[config.mk]
export PLATFORM = sky130hd
export DESIGN_NAME = conv_mode_seq
export DESIGN_NICKNAME = d
export VERILOG_FILES = /design/src/rtl/cms_pkg.sv /design/src/rtl/cms_rate_lut.sv /design/src/rtl/cms_tick_timer.sv /design/src/rtl/conv_mode_seq.sv
export SDC_FILE = /design/constraint.sdc
export NUM_CORES = 1
export LEC_CHECK = 0
export CAP_MARGIN = 20
export CORE_ASPECT_RATIO = 0.5
export CORE_UTILIZATION = 50
export DETAILED_ROUTE_END_ITERATION = 12
export PLACE_DENSITY_LB_ADDON = 0.08
export SYNTH_ARGS = -nofsm -noshare
export SYNTH_HDL_FRONTEND = slang
export SYNTH_SLANG_ARGS = --single-unit
[constraint.sdc]
create_clock -name clk -period 3 [get_ports clk]
set_input_delay 0.45 -clock clk [delete_from_list [all_inputs] [get_ports clk]]
set_output_delay 0.45 -clock clk [all_outputs]
set_load 0.03 [all_outputs]
[src/rtl/cms_pkg.sv]
package cms_pkg;

  typedef enum logic {
    MODE_CONT   = 1'b0,
    MODE_SINGLE = 1'b1
  } conv_mode_e;

  localparam int unsigned RATE_W     = 3;
  localparam int unsigned RATE_CODES = 1 << RATE_W;
  localparam logic [RATE_W-1:0] RST_RATE   = 3'd4;
  localparam logic [RATE_W-1:0] FOURTH_MIN = 3'd5;

  // Ticks per output period; idx = {table select, rate code}.
  function automatic int unsigned period_of(int unsigned hz, int unsigned idx);
    int unsigned base;
    base = (idx >= RATE_CODES) ? 30 : 25;
    return (hz * 4) / (base << (idx % RATE_CODES));
  endfunction

endpackage

[src/rtl/cms_rate_lut.sv]
module cms_rate_lut
  import cms_pkg::*;
#(
  parameter int unsigned TICK_HZ = 19200,
  parameter int unsigned CNT_W   = 12
) (
  input  logic              rate_alt,
  input  logic [RATE_W-1:0] rate,
  output logic [CNT_W-1:0]  period,
  output logic              fourth
);

  localparam int unsigned N_ENT = 2 * RATE_CODES;

  logic [CNT_W-1:0] tbl [N_ENT];

  for (genvar i = 0; i < N_ENT; i++) begin : g_ent
    assign tbl[i] = CNT_W'(period_of(TICK_HZ, i));
  end

  assign period = tbl[{rate_alt, rate}];
  assign fourth = (rate >= FOURTH_MIN);

endmodule

[src/rtl/cms_tick_timer.sv]
module cms_tick_timer #(
  parameter int unsigned CNT_W = 12
) (
  input  logic             clk,
  input  logic             rst,
  input  logic             start,
  input  logic [CNT_W-1:0] start_period,
  input  logic             run,
  input  logic             tick,
  output logic             period_end
);

  logic [CNT_W-1:0] cnt_q;
  logic [CNT_W-1:0] per_q;

  assign period_end = run && tick && (cnt_q == per_q - 1'b1);

  always_ff @(posedge clk) begin
    if (rst) begin
      cnt_q <= '0;
      per_q <= '0;
    end else if (start) begin
      cnt_q <= '0;
      per_q <= start_period;
    end else if (run && tick) begin
      cnt_q <= period_end ? '0 : cnt_q + 1'b1;
    end
  end

endmodule

[src/rtl/conv_mode_seq.sv]
module conv_mode_seq
  import cms_pkg::*;
#(
  parameter int unsigned TICK_HZ = 19200
) (
  input  logic        clk,
  input  logic        rst,
  input  logic        tick,
  input  logic        cfg_wr,
  input  logic        cfg_mode,
  input  logic        cfg_os,
  input  logic [2:0]  cfg_rate,
  input  logic        cfg1_wr,
  input  logic        cfg1_rate_alt,
  input  logic        cfg1_pd,
  output logic        os_status,
  output logic        result_valid
);

  localparam int unsigned MAX_PERIOD = (TICK_HZ * 4) / 25;
  localparam int unsigned CNT_W      = $clog2(MAX_PERIOD + 1);

  conv_mode_e        mode_q;
  logic [RATE_W-1:0] rate_q;
  logic              alt_q;
  logic              active_q;
  logic              ord4_q;
  logic [1:0]        fcnt_q;
  logic              rv_q;

  logic [RATE_W-1:0] eff_rate;
  logic              eff_alt;
  logic [CNT_W-1:0]  lut_period;
  logic              lut_fourth;
  logic              pend;
  logic              pd_hit, mode_chg, can_act, start_wr, start_cont, start;
  logic              last_period, active_d, rv_d;

  // Values written in this cycle steer a start in the same cycle.
  assign eff_rate = cfg_wr  ? cfg_rate      : rate_q;
  assign eff_alt  = cfg1_wr ? cfg1_rate_alt : alt_q;

  cms_rate_lut #(.TICK_HZ(TICK_HZ), .CNT_W(CNT_W)) u_lut (
    .rate_alt (eff_alt),
    .rate     (eff_rate),
    .period   (lut_period),
    .fourth   (lut_fourth)
  );

  cms_tick_timer #(.CNT_W(CNT_W)) u_timer (
    .clk          (clk),
    .rst          (rst),
    .start        (start),
    .start_period (lut_period),
    .run          (active_q),
    .tick         (tick),
    .period_end   (pend)
  );

  always_comb begin
    pd_hit      = cfg1_wr && cfg1_pd;
    mode_chg    = cfg_wr && (conv_mode_e'(cfg_mode) != mode_q);
    can_act     = cfg_wr && !pd_hit && (mode_chg || !active_q);
    start_wr    = can_act && ((cfg_mode == MODE_CONT) || cfg_os);
    start_cont  = active_q && (mode_q == MODE_CONT) && pend && !pd_hit && !mode_chg;
    start       = start_wr || start_cont;
    last_period = (mode_q == MODE_CONT) || (fcnt_q == (ord4_q ? 2'd3 : 2'd2));
    rv_d        = pend && last_period && !pd_hit && !mode_chg;

    if (pd_hit)
      active_d = 1'b0;
    else if (start)
      active_d = 1'b1;
    else if (mode_chg)
      active_d = 1'b0;
    else if (active_q && pend && last_period && (mode_q == MODE_SINGLE))
      active_d = 1'b0;
    else
      active_d = active_q;
  end

  always_ff @(posedge clk) begin
    if (rst) begin
      mode_q   <= MODE_SINGLE;
      rate_q   <= RST_RATE;
      alt_q    <= 1'b0;
      active_q <= 1'b0;
      ord4_q   <= 1'b0;
      fcnt_q   <= '0;
      rv_q     <= 1'b0;
    end else begin
      if (cfg_wr) begin
        mode_q <= conv_mode_e'(cfg_mode);
        rate_q <= cfg_rate;
      end
      if (cfg1_wr) alt_q <= cfg1_rate_alt;
      active_q <= active_d;
      rv_q     <= rv_d;
      if (start) begin
        fcnt_q <= '0;
        ord4_q <= lut_fourth;
      end else if (pend) begin
        fcnt_q <= fcnt_q + 2'd1;
      end
    end
  end

  assign os_status    = !active_q;
  assign result_valid = rv_q;

endmodule

======== Yosys cells after proc, flatten, opt, wreduce, memory -nomap -nowiden ========
Memory sizes are Yosys's and may differ from the RTL's. A register that Yosys moved wholly into a read port is not among the register bits.
Index checks and enable logic that the tools add are counted.
W data, S select, Z words.
storage, ports and cells
  flip-flop bits (word level) ............. 22
  memory bits (read-only) ................. 192
  input bits .............................. 12
  memories kept ........................... 1
operators by class
  $add $sub $neg .......................... 3
  $lt $le $gt $ge ......................... 1
  equality and inequality tests ........... 3
  multiplexer cells ....................... 7
  bitwise logic cells ..................... 3
  reduce and logical (&&, ||, !) cells .... 27
memory list
  name              depth  bits a word  read ports  clocked after Yosys merged registers in  write ports  RTL line            RTL
  (name not given)  16     12           1           1                                        0            cms_rate_lut.sv:21  assign period = tbl[{rate_alt, rate}];
operators by type and width
  kind                     count
  $logic_and A1 B1 Y1      17
  $add A12 B1 Y12 const B  1
  $eq A12 B12 Y1           1
  $mux W12                 1
  $sub A12 B1 Y12 const B  1
  $mux W1                  5
  $not A4 Y5               1
  $logic_or A1 B1 Y1       4
  $reduce_or A2 Y1         2
  $ge A3 B3 Y1 const B     1
  $logic_not A1 Y1         3
  $mux W3                  1
  $reduce_bool A3 Y1       1
  $add A2 B1 Y2 const B    1
  $eq A2 B2 Y1             1
  $not A1 Y1               2
  $ne A1 B1 Y1             1

======== Logic depth before layout (Yosys ltp) ========
Gate-level depths: netlist (run 1).
  depth in word-level cells ............... 9
  gate-level depth with buffers ........... 9
  mapped depth without buffers ............ 8

======== Hierarchy ========
A second synthesis (run 1) with hierarchy kept.
second synthesis, totals
  cells, all modules ...................... 239
  area, all modules ....................... 2074.5 um^2
by module, submodules not included
  module          times used  cells an instance  area each (um^2)  sequential area each (um^2)
  cms_tick_timer  1           155                1330.0            480.5
  conv_mode_seq   1           51                 501.7             200.2
  cms_rate_lut    1           33                 242.7             0.0

======== Worst setup path before layout (run 1) ========
Ideal clock, no wire load.
  path kind ............................... register to register
  start point ............................. register u_timer.per_q[2]
  end point ............................... register ord4_q
  arrival time ............................ 2.254 ns
  required time ........................... 2.879 ns
  setup slack ............................. 0.625 ns
  cell stages (with the launch flop) ...... 9
  path buffers ............................ 0
  clock period less this slack ............ 2.375 ns
  cells stage by stage .................... dfxtp_1 -> inv_1 -> ha_1 -> nor2b_1 -> or3_1 -> a31o_2 -> a211o_1 -> o31a_1 -> mux2_2
between the ends
  cells in the longest elaborated chain, start to end .. 7
ends and longest elaborated chain
  what                              RTL line              RTL
  start: declaration                cms_tick_timer.sv:14  logic [CNT_W-1:0] per_q;
  $sub A12 B1 Y12                   cms_tick_timer.sv:16  assign period_end = run && tick && (cnt_q == per_q - 1'b1);
  $eq A12 B12 Y1                    cms_tick_timer.sv:16
  $logic_and A1 B1 Y1               cms_tick_timer.sv:16
  $logic_and A1 B1 Y1 (3 in a row)  conv_mode_seq.sv:65   start_cont = active_q && (mode_q == MODE_CONT) && pend && !pd_hit && !mode_chg;
  $logic_or A1 B1 Y1                conv_mode_seq.sv:66   start = start_wr || start_cont;
  end signal: assignment            conv_mode_seq.sv:101  ord4_q <= lut_fourth;
  end: declaration                  conv_mode_seq.sv:27   logic ord4_q;
No other way between the ends.
A chain may end at the register's enable or synchronous reset.

======== Final worst setup path (run 1) ========
Ends and elaborated chain as after synthesis.

==> results.ini, run 1 <==
[global_route]
grt_pass1_vias=1366
grt_most_used_layer=met1
grt_max_degree=17
met1_usage_pct=32.7
grt_first_pass_wirelength_um=6450
use_met2_pct=29.7
antenna_found_initial=0
track_usage_pct=21.7
grt_overflow=0
use_met3_pct=6.70

[sta]
fmax_mhz=358
setup_violations=0
setup_ws_ns=0.203
maxSlewViolCount=0
max_slew_margin_pct=56.7
fin_worst_skew_ns=0.00511
hold_violations=0
rsz0062_at_grt=no
fin_crit_sh_pct=93.2
post-route-min-period_ns=2.80
worstMarginPinSlew_ns=0.649
worst_hold_slack_ns=0.493
tns_ns=0

[status]
outcome=complete, no violations

[die]
rows=15
die-area_um2=4040
core_um2=3530
fp.dieH_um=45.5
initial_core_util_pct=53.5
die_w_um=88.9
ios=14

[clock_network]
cts_resized=0
clk-insertion-delay-late_ns=0.28
cts_tree=yes
post-cts-setup-buffers=0
cts-buffers-inserted=5
cts_hold_buffers=0
clkSinkCount=32
cts_root_buffer=clkbuf_8
clkSlewWorstSetupHoldPaths_ns=0.07
cts_max_path_buffers=2
cts_max_level=2

[critical_path]
crit_required_ns=3.18
crit_path_start=u_timer.per_q[2]
critPathKind=reg2reg
worstPathArrival_ns=2.97
cp-end-kind=flop
crit_fanout=12
cp-start-kind=flop
reg2reg_from=u_timer.per_q[2]

[detailed_routing]
dr_total_vias=1585
first_iter_violations=56
ant_nets=0
wire_per_inst_um=13.1
wirelength_um=3850
avgViaCountPerCell=5.41
drtPass1Iterations=4
drc=0

[worst_hold_path]
worstHoldStart=u_timer.cnt_q[1]
hold_class=reg2reg

[logic_synthesis]
synthXorXnorAreaFrac_pct=9.27
synthAdderAreaFrac_pct=3.97
synth.top_cell.area_share_pct=33.9
synth_cells=226
synth-edff-count=0
synth_compound_area_share_pct=14.0
yosys-top-cells-count=dfxtp_1, nand2_1, nor2_1
synth_warnings=0
yosysMostFrequentCell=dfxtp_1
synth_cell_types=48
synth_area_leader_cell=dfxtp_1
synth_nets=244
synth_top_family_by_area=simple AND/OR/NAND/NOR gates
ys_seq_area_share_pct=33.9
synth-seq-cells=32
yosys-top-cells-area=dfxtp_1, mux2i_1, nand2_1
synthSimpleGateAreaFrac_pct=24.8
synthArstFlopShare_pct=0
netlist_area_um2=1890
synth_flop_cell=dfxtp_1
avgSynthCellArea_um2=8.36
synthMuxAreaShare_pct=9.74

[place]
dpl_cell_area_um2=2050
dp_hpwl_um=2980
pre_cts_ws_ns=0.210
io_buffers=13
routabilityCongestion=0.811

[power_and_ir_drop]
total_power_uw=1030
power_density_nw_per_um2=475
leakagePower_uw=0.000850
max-vdd-ir-drop_mv=0.219

[final_layout]
nets=259
design_area_um2=2160
diodes=0
syn2layout_area_growth_pct=14.5
layout-drive-gt1-share_pct=7.02

[run]
cap_violations=0

-- state kept, by name (all words and copies together), names as in the netlist --
| signal | flops |
|---|---|
| u_timer.per_q | 10 |
| mode_q | 1 |
| fcnt_q | 2 |
| ord4_q | 1 |
| result_valid | 1 |
| rate_q | 3 |
| alt_q | 1 |
| u_timer.cnt_q | 12 |
| active_q | 1 |
-- layer usage --
| metal | routed length, um | vias up |
|---|---|---|
| met5 | 0 | - |
| met4 | 17 | 0 |
| met3 | 226 | 2 |
| met2 | 1480 | 41 |
| met1 | 2130 | 718 |
| li1 | - | 824 |
-- through the flow --
step | utilization [%] | instances
2_1_floorplan | - | 226
3_3_place_gp | 58.2 | 285
3_5_place_dp | 58.2 | 285
4_1_cts | 61.3 | 293
5_1_grt | 61.3 | 293
6_report | 61.3 | 293
-- critical path, cell delays in order (launching register included) --
cell and delay (ns):
dfxtp_1 0.43, inv_1 0.07, ha_1 0.25, nor2b_1 0.15, or3_1 0.35, a31o_2 0.25, a211o_1 0.36, o31a_1 0.49
mux2_2 0.35
-- where the power goes --
| group | switching, uW | internal [uW] |
|---|---|---|
| logic | 91.0 | 75.8 |
| registers | 14.4 | 437 |
| clock network | 164 | 246 |
-- area by class of cell --
cell class	count	area [um^2]
Sequential cell	32	641
Clock buffer	5	68.8
Fill cell	341	1370
Multi-Input combinational cell	177	1170
Inverter	11	41.3
Timing Repair Buffer	14	138
Clock inverter	3	42.5
Tap cell	51	63.8
-- cells by family (layout without fill, tap and decap cells) --
logic type               count (synthesis)  after routing
AO/OA/AOI/OAI                           36             36
XOR/XNOR                                20             20
flip-flops                              32             32
multiplexers                            18             18
adder cells (fa/ha/maj)                  6              6
AND/OR/NAND/NOR                         97             97
buffers and inverters                   17             33
-- worst paths after layout --
| kind | slack (ns) | end | depth (start not counted) |
|---|---|---|---|
| min | 0.49 | u_timer.cnt_q[1] | 2 |
| min reg2reg | 0.49 | u_timer.cnt_q[1] | 2 |
| max | 0.20 | ord4_q | 8 |
| max reg2reg | 0.20 | ord4_q | 8 |
-- placed cells by master, fill, tap and decap left out, types with 2 or more instances in the layout --
master	n
o2111ai_1	2
nor3_1	8
ha_1	6
a21o_1	2
xnor2_1	10
o211ai_1	5
nand2b_1	2
nand4_1	2
and4_1	2
nand2_1	31
nand3_1	6
and3_1	4
mux2i_1	15
nor2b_1	4
a211oi_1	2
nor2_1	28
clkbuf_8	5
clkdlybuf4s50_1	13
a21oi_1	5
and2_1	2
a31oi_1	2
inv_1	11
o21ai_0	4
o31a_1	2
xor2_1	10
mux2_2	3
dfxtp_1	32
No activity file was read; power rests on OpenSTA's default activity.
==> inputs of run 2 (changes only) <==
--- a/config.mk
+++ b/config.mk
@@ -10,6 +10,7 @@
 export CORE_UTILIZATION = 50
 export DETAILED_ROUTE_END_ITERATION = 12
 export PLACE_DENSITY_LB_ADDON = 0.08
+export SETUP_SLACK_MARGIN = 0.02
 export SYNTH_ARGS = -nofsm -noshare
 export SYNTH_HDL_FRONTEND = slang
 export SYNTH_SLANG_ARGS = --single-unit
==> results of run 2 <==
No change in the layout: final DEF, timing and power equal those of run 1.
==> inputs of run 3 (changes only) <==
--- a/config.mk
+++ b/config.mk
@@ -7,7 +7,7 @@
 export LEC_CHECK = 0
 export CAP_MARGIN = 20
 export CORE_ASPECT_RATIO = 0.5
-export CORE_UTILIZATION = 50
+export CORE_UTILIZATION = 56
 export DETAILED_ROUTE_END_ITERATION = 12
 export PLACE_DENSITY_LB_ADDON = 0.08
 export SETUP_SLACK_MARGIN = 0.02
==> results.ini, run 3 (same netlist as run 1, synthesis figures left out) <==
[die]
initial_core_util_pct=60.9  ; was 53.5%
core_um2=3100  ; was 3530 um^2
die_w_um=84.1  ; was 88.9 um
rows=14  ; was 15
die-area_um2=3620  ; was 4040 um^2
fp.dieH_um=43.1  ; was 45.5 um
ios=14  ; unchanged

[clock_network]
cts_max_path_buffers=2  ; unchanged
clkSlewWorstSetupHoldPaths_ns=0.07  ; about the same
cts_max_level=2  ; unchanged
cts_tree=yes  ; unchanged
clk-insertion-delay-late_ns=0.28  ; about the same
cts-buffers-inserted=5  ; unchanged
post-cts-setup-buffers=0  ; unchanged
cts_hold_buffers=0  ; unchanged
cts_root_buffer=clkbuf_8  ; unchanged
cts_resized=0  ; unchanged
clkSinkCount=32  ; unchanged

[final_layout]
reg_top3=u_timer.cnt_q x12, u_timer.per_q x10, rate_q x3  ; unchanged
n_fill_cell=281  ; was 341
layout-drive-gt1-share_pct=6.22  ; was 7.02%
top_register=u_timer.cnt_q  ; unchanged
nets=258  ; was 259
fin_util_pct=69.0  ; was 61.3%
design_area_um2=2140  ; was 2160 um^2
mostFrequentLayoutCell=dfxtp_1  ; unchanged
largest_register_ffs=12  ; unchanged
multi_input_area_um2=1170  ; unchanged
diodes=0  ; unchanged
syn2layout_area_growth_pct=13.2  ; was 14.5%
mostFrequentLayoutCells=dfxtp_1, nand2_1, nor2_1  ; unchanged
seqCellArea_um2=641  ; unchanged

[sta]
worst_hold_slack_ns=0.492  ; was 0.493 ns
fmax_mhz=359  ; was 358 MHz
setup_violations=0  ; unchanged
post-route-min-period_ns=2.79  ; was 2.80 ns
worstMarginPinSlew_ns=0.629  ; was 0.649 ns
maxSlewViolCount=0  ; unchanged
hold_violations=0  ; unchanged
max_slew_margin_pct=58.1  ; was 56.7%
tns_ns=0  ; unchanged
fin_crit_sh_pct=92.9  ; was 93.2%
rsz0062_at_grt=no  ; unchanged
fin_worst_skew_ns=0.00962  ; was 0.00511 ns

[critical_path]
crit_fanout=12  ; unchanged
crit_required_ns=3.18  ; about the same
rr_endpoint=ord4_q  ; unchanged
reg2reg_from=u_timer.per_q[2]  ; unchanged
critPathKind=reg2reg  ; unchanged
reg2reg_slack_ns=0.21  ; was 0.20 ns
worstPathArrival_ns=2.96  ; was 2.97 ns
cp-start-kind=flop  ; unchanged
cp-end-kind=flop  ; unchanged
reg2reg_depth=8  ; unchanged
crit_path_start=u_timer.per_q[2]  ; unchanged

[global_route]
track_usage_pct=23.0  ; was 21.7%
grt_overflow=0  ; unchanged
grt_pass1_vias=1426  ; was 1366
antenna_found_initial=0  ; unchanged
grt_max_degree=17  ; unchanged
grt_first_pass_wirelength_um=6400  ; was 6450 um

[place]
dp_hpwl_um=2890  ; was 2980 um
dpl_cell_area_um2=2030  ; was 2050 um^2
routabilityCongestion=0.813  ; was 0.811
io_buffers=13  ; unchanged

[detailed_routing]
drc=0  ; unchanged
wire_per_inst_um=13.3  ; was 13.1 um
drtPass1Iterations=4  ; unchanged
avgViaCountPerCell=5.64  ; was 5.41
dr_total_vias=1585  ; unchanged
wirelength_um=3740  ; was 3850 um
first_iter_violations=65  ; was 56
ant_nets=0  ; unchanged

[worst_hold_path]
min_to=u_timer.cnt_q[1]  ; unchanged
hold_class=reg2reg  ; unchanged
hold_depth=2  ; unchanged
worstHoldStart=u_timer.cnt_q[1]  ; unchanged

[power_and_ir_drop]
leakagePower_uw=0.000847  ; was 0.000850 uW
power_density_nw_per_um2=479  ; was 475 nW/um^2
max-vdd-ir-drop_mv=0.231  ; was 0.219 mV
total_power_uw=1020  ; was 1030 uW

[status]
outcome=complete, no violations  ; unchanged

[run]
cap_violations=0  ; unchanged

[run 3: changes by cell type in the layout (fill, tap and decap cells not counted), sizes merged]
cell and delta:
clkbuf +1, clkinvlp -1, buf -1
[run 3: cell type report]
cell class,count,share of cell area [%]
Multi-Input combinational cell,177,54.7
Sequential cell,32,30.0
Timing Repair Buffer,13,6.09
Clock buffer,6,3.39
Tap cell,40,2.34
Inverter,11,1.93
Clock inverter,2,1.64
[run 3: per-layer routing]
layer / global-route usage, % / part of all wire, % / wire, um / vias up
li1: - / - / - / 830
met1: 32.0 / 56 / 2090 / 726
met2: 35.7 / 40 / 1490 / 24
met3: 5.84 / 3.8 / 143 / 5
met4: 6.21 / 0.61 / 23 / 0
met5: 0 / 0 / 0 / -
[run 3: worst max-delay path, cell delays in order (launching register included)]
cell     delay [ns]
dfxtp_1        0.44
inv_1          0.07
ha_1           0.25
nor2b_1        0.14
or3_1          0.35
a31o_2         0.24
a211o_1        0.35
o31a_1         0.48
mux2_2         0.35
[run 3: stage by stage]
| stage | instances | setup WS [ns] |
|---|---|---|
| floorplan | 226 | 0.625 |
| global placement | 273 | 0.313 |
| detailed placement | 273 | 0.225 |
| CTS | 281 | 0.218 |
| global route | 281 | 0.0539 |
| finish | 281 | 0.214 |
[run 3: worst max-delay path by stage]
stage | to | slack, ns | cells after the start
after floorplan | ord4_q | 0.62 | 8
after detailed placement | ord4_q | 0.23 | 8
after global routing | ord4_q | 0.05 | 8
final | ord4_q | 0.21 | 8
after global placement | ord4_q | 0.31 | 8
after CTS | ord4_q | 0.22 | 8
[run 3: report_power, final]
part	internal [uW]	total, uW	leakage (uW)	switching [uW]
logic	71.5	162	0.000532	90.8
clock network	246	411	0.0000552	165
registers	437	452	0.000260	14.4
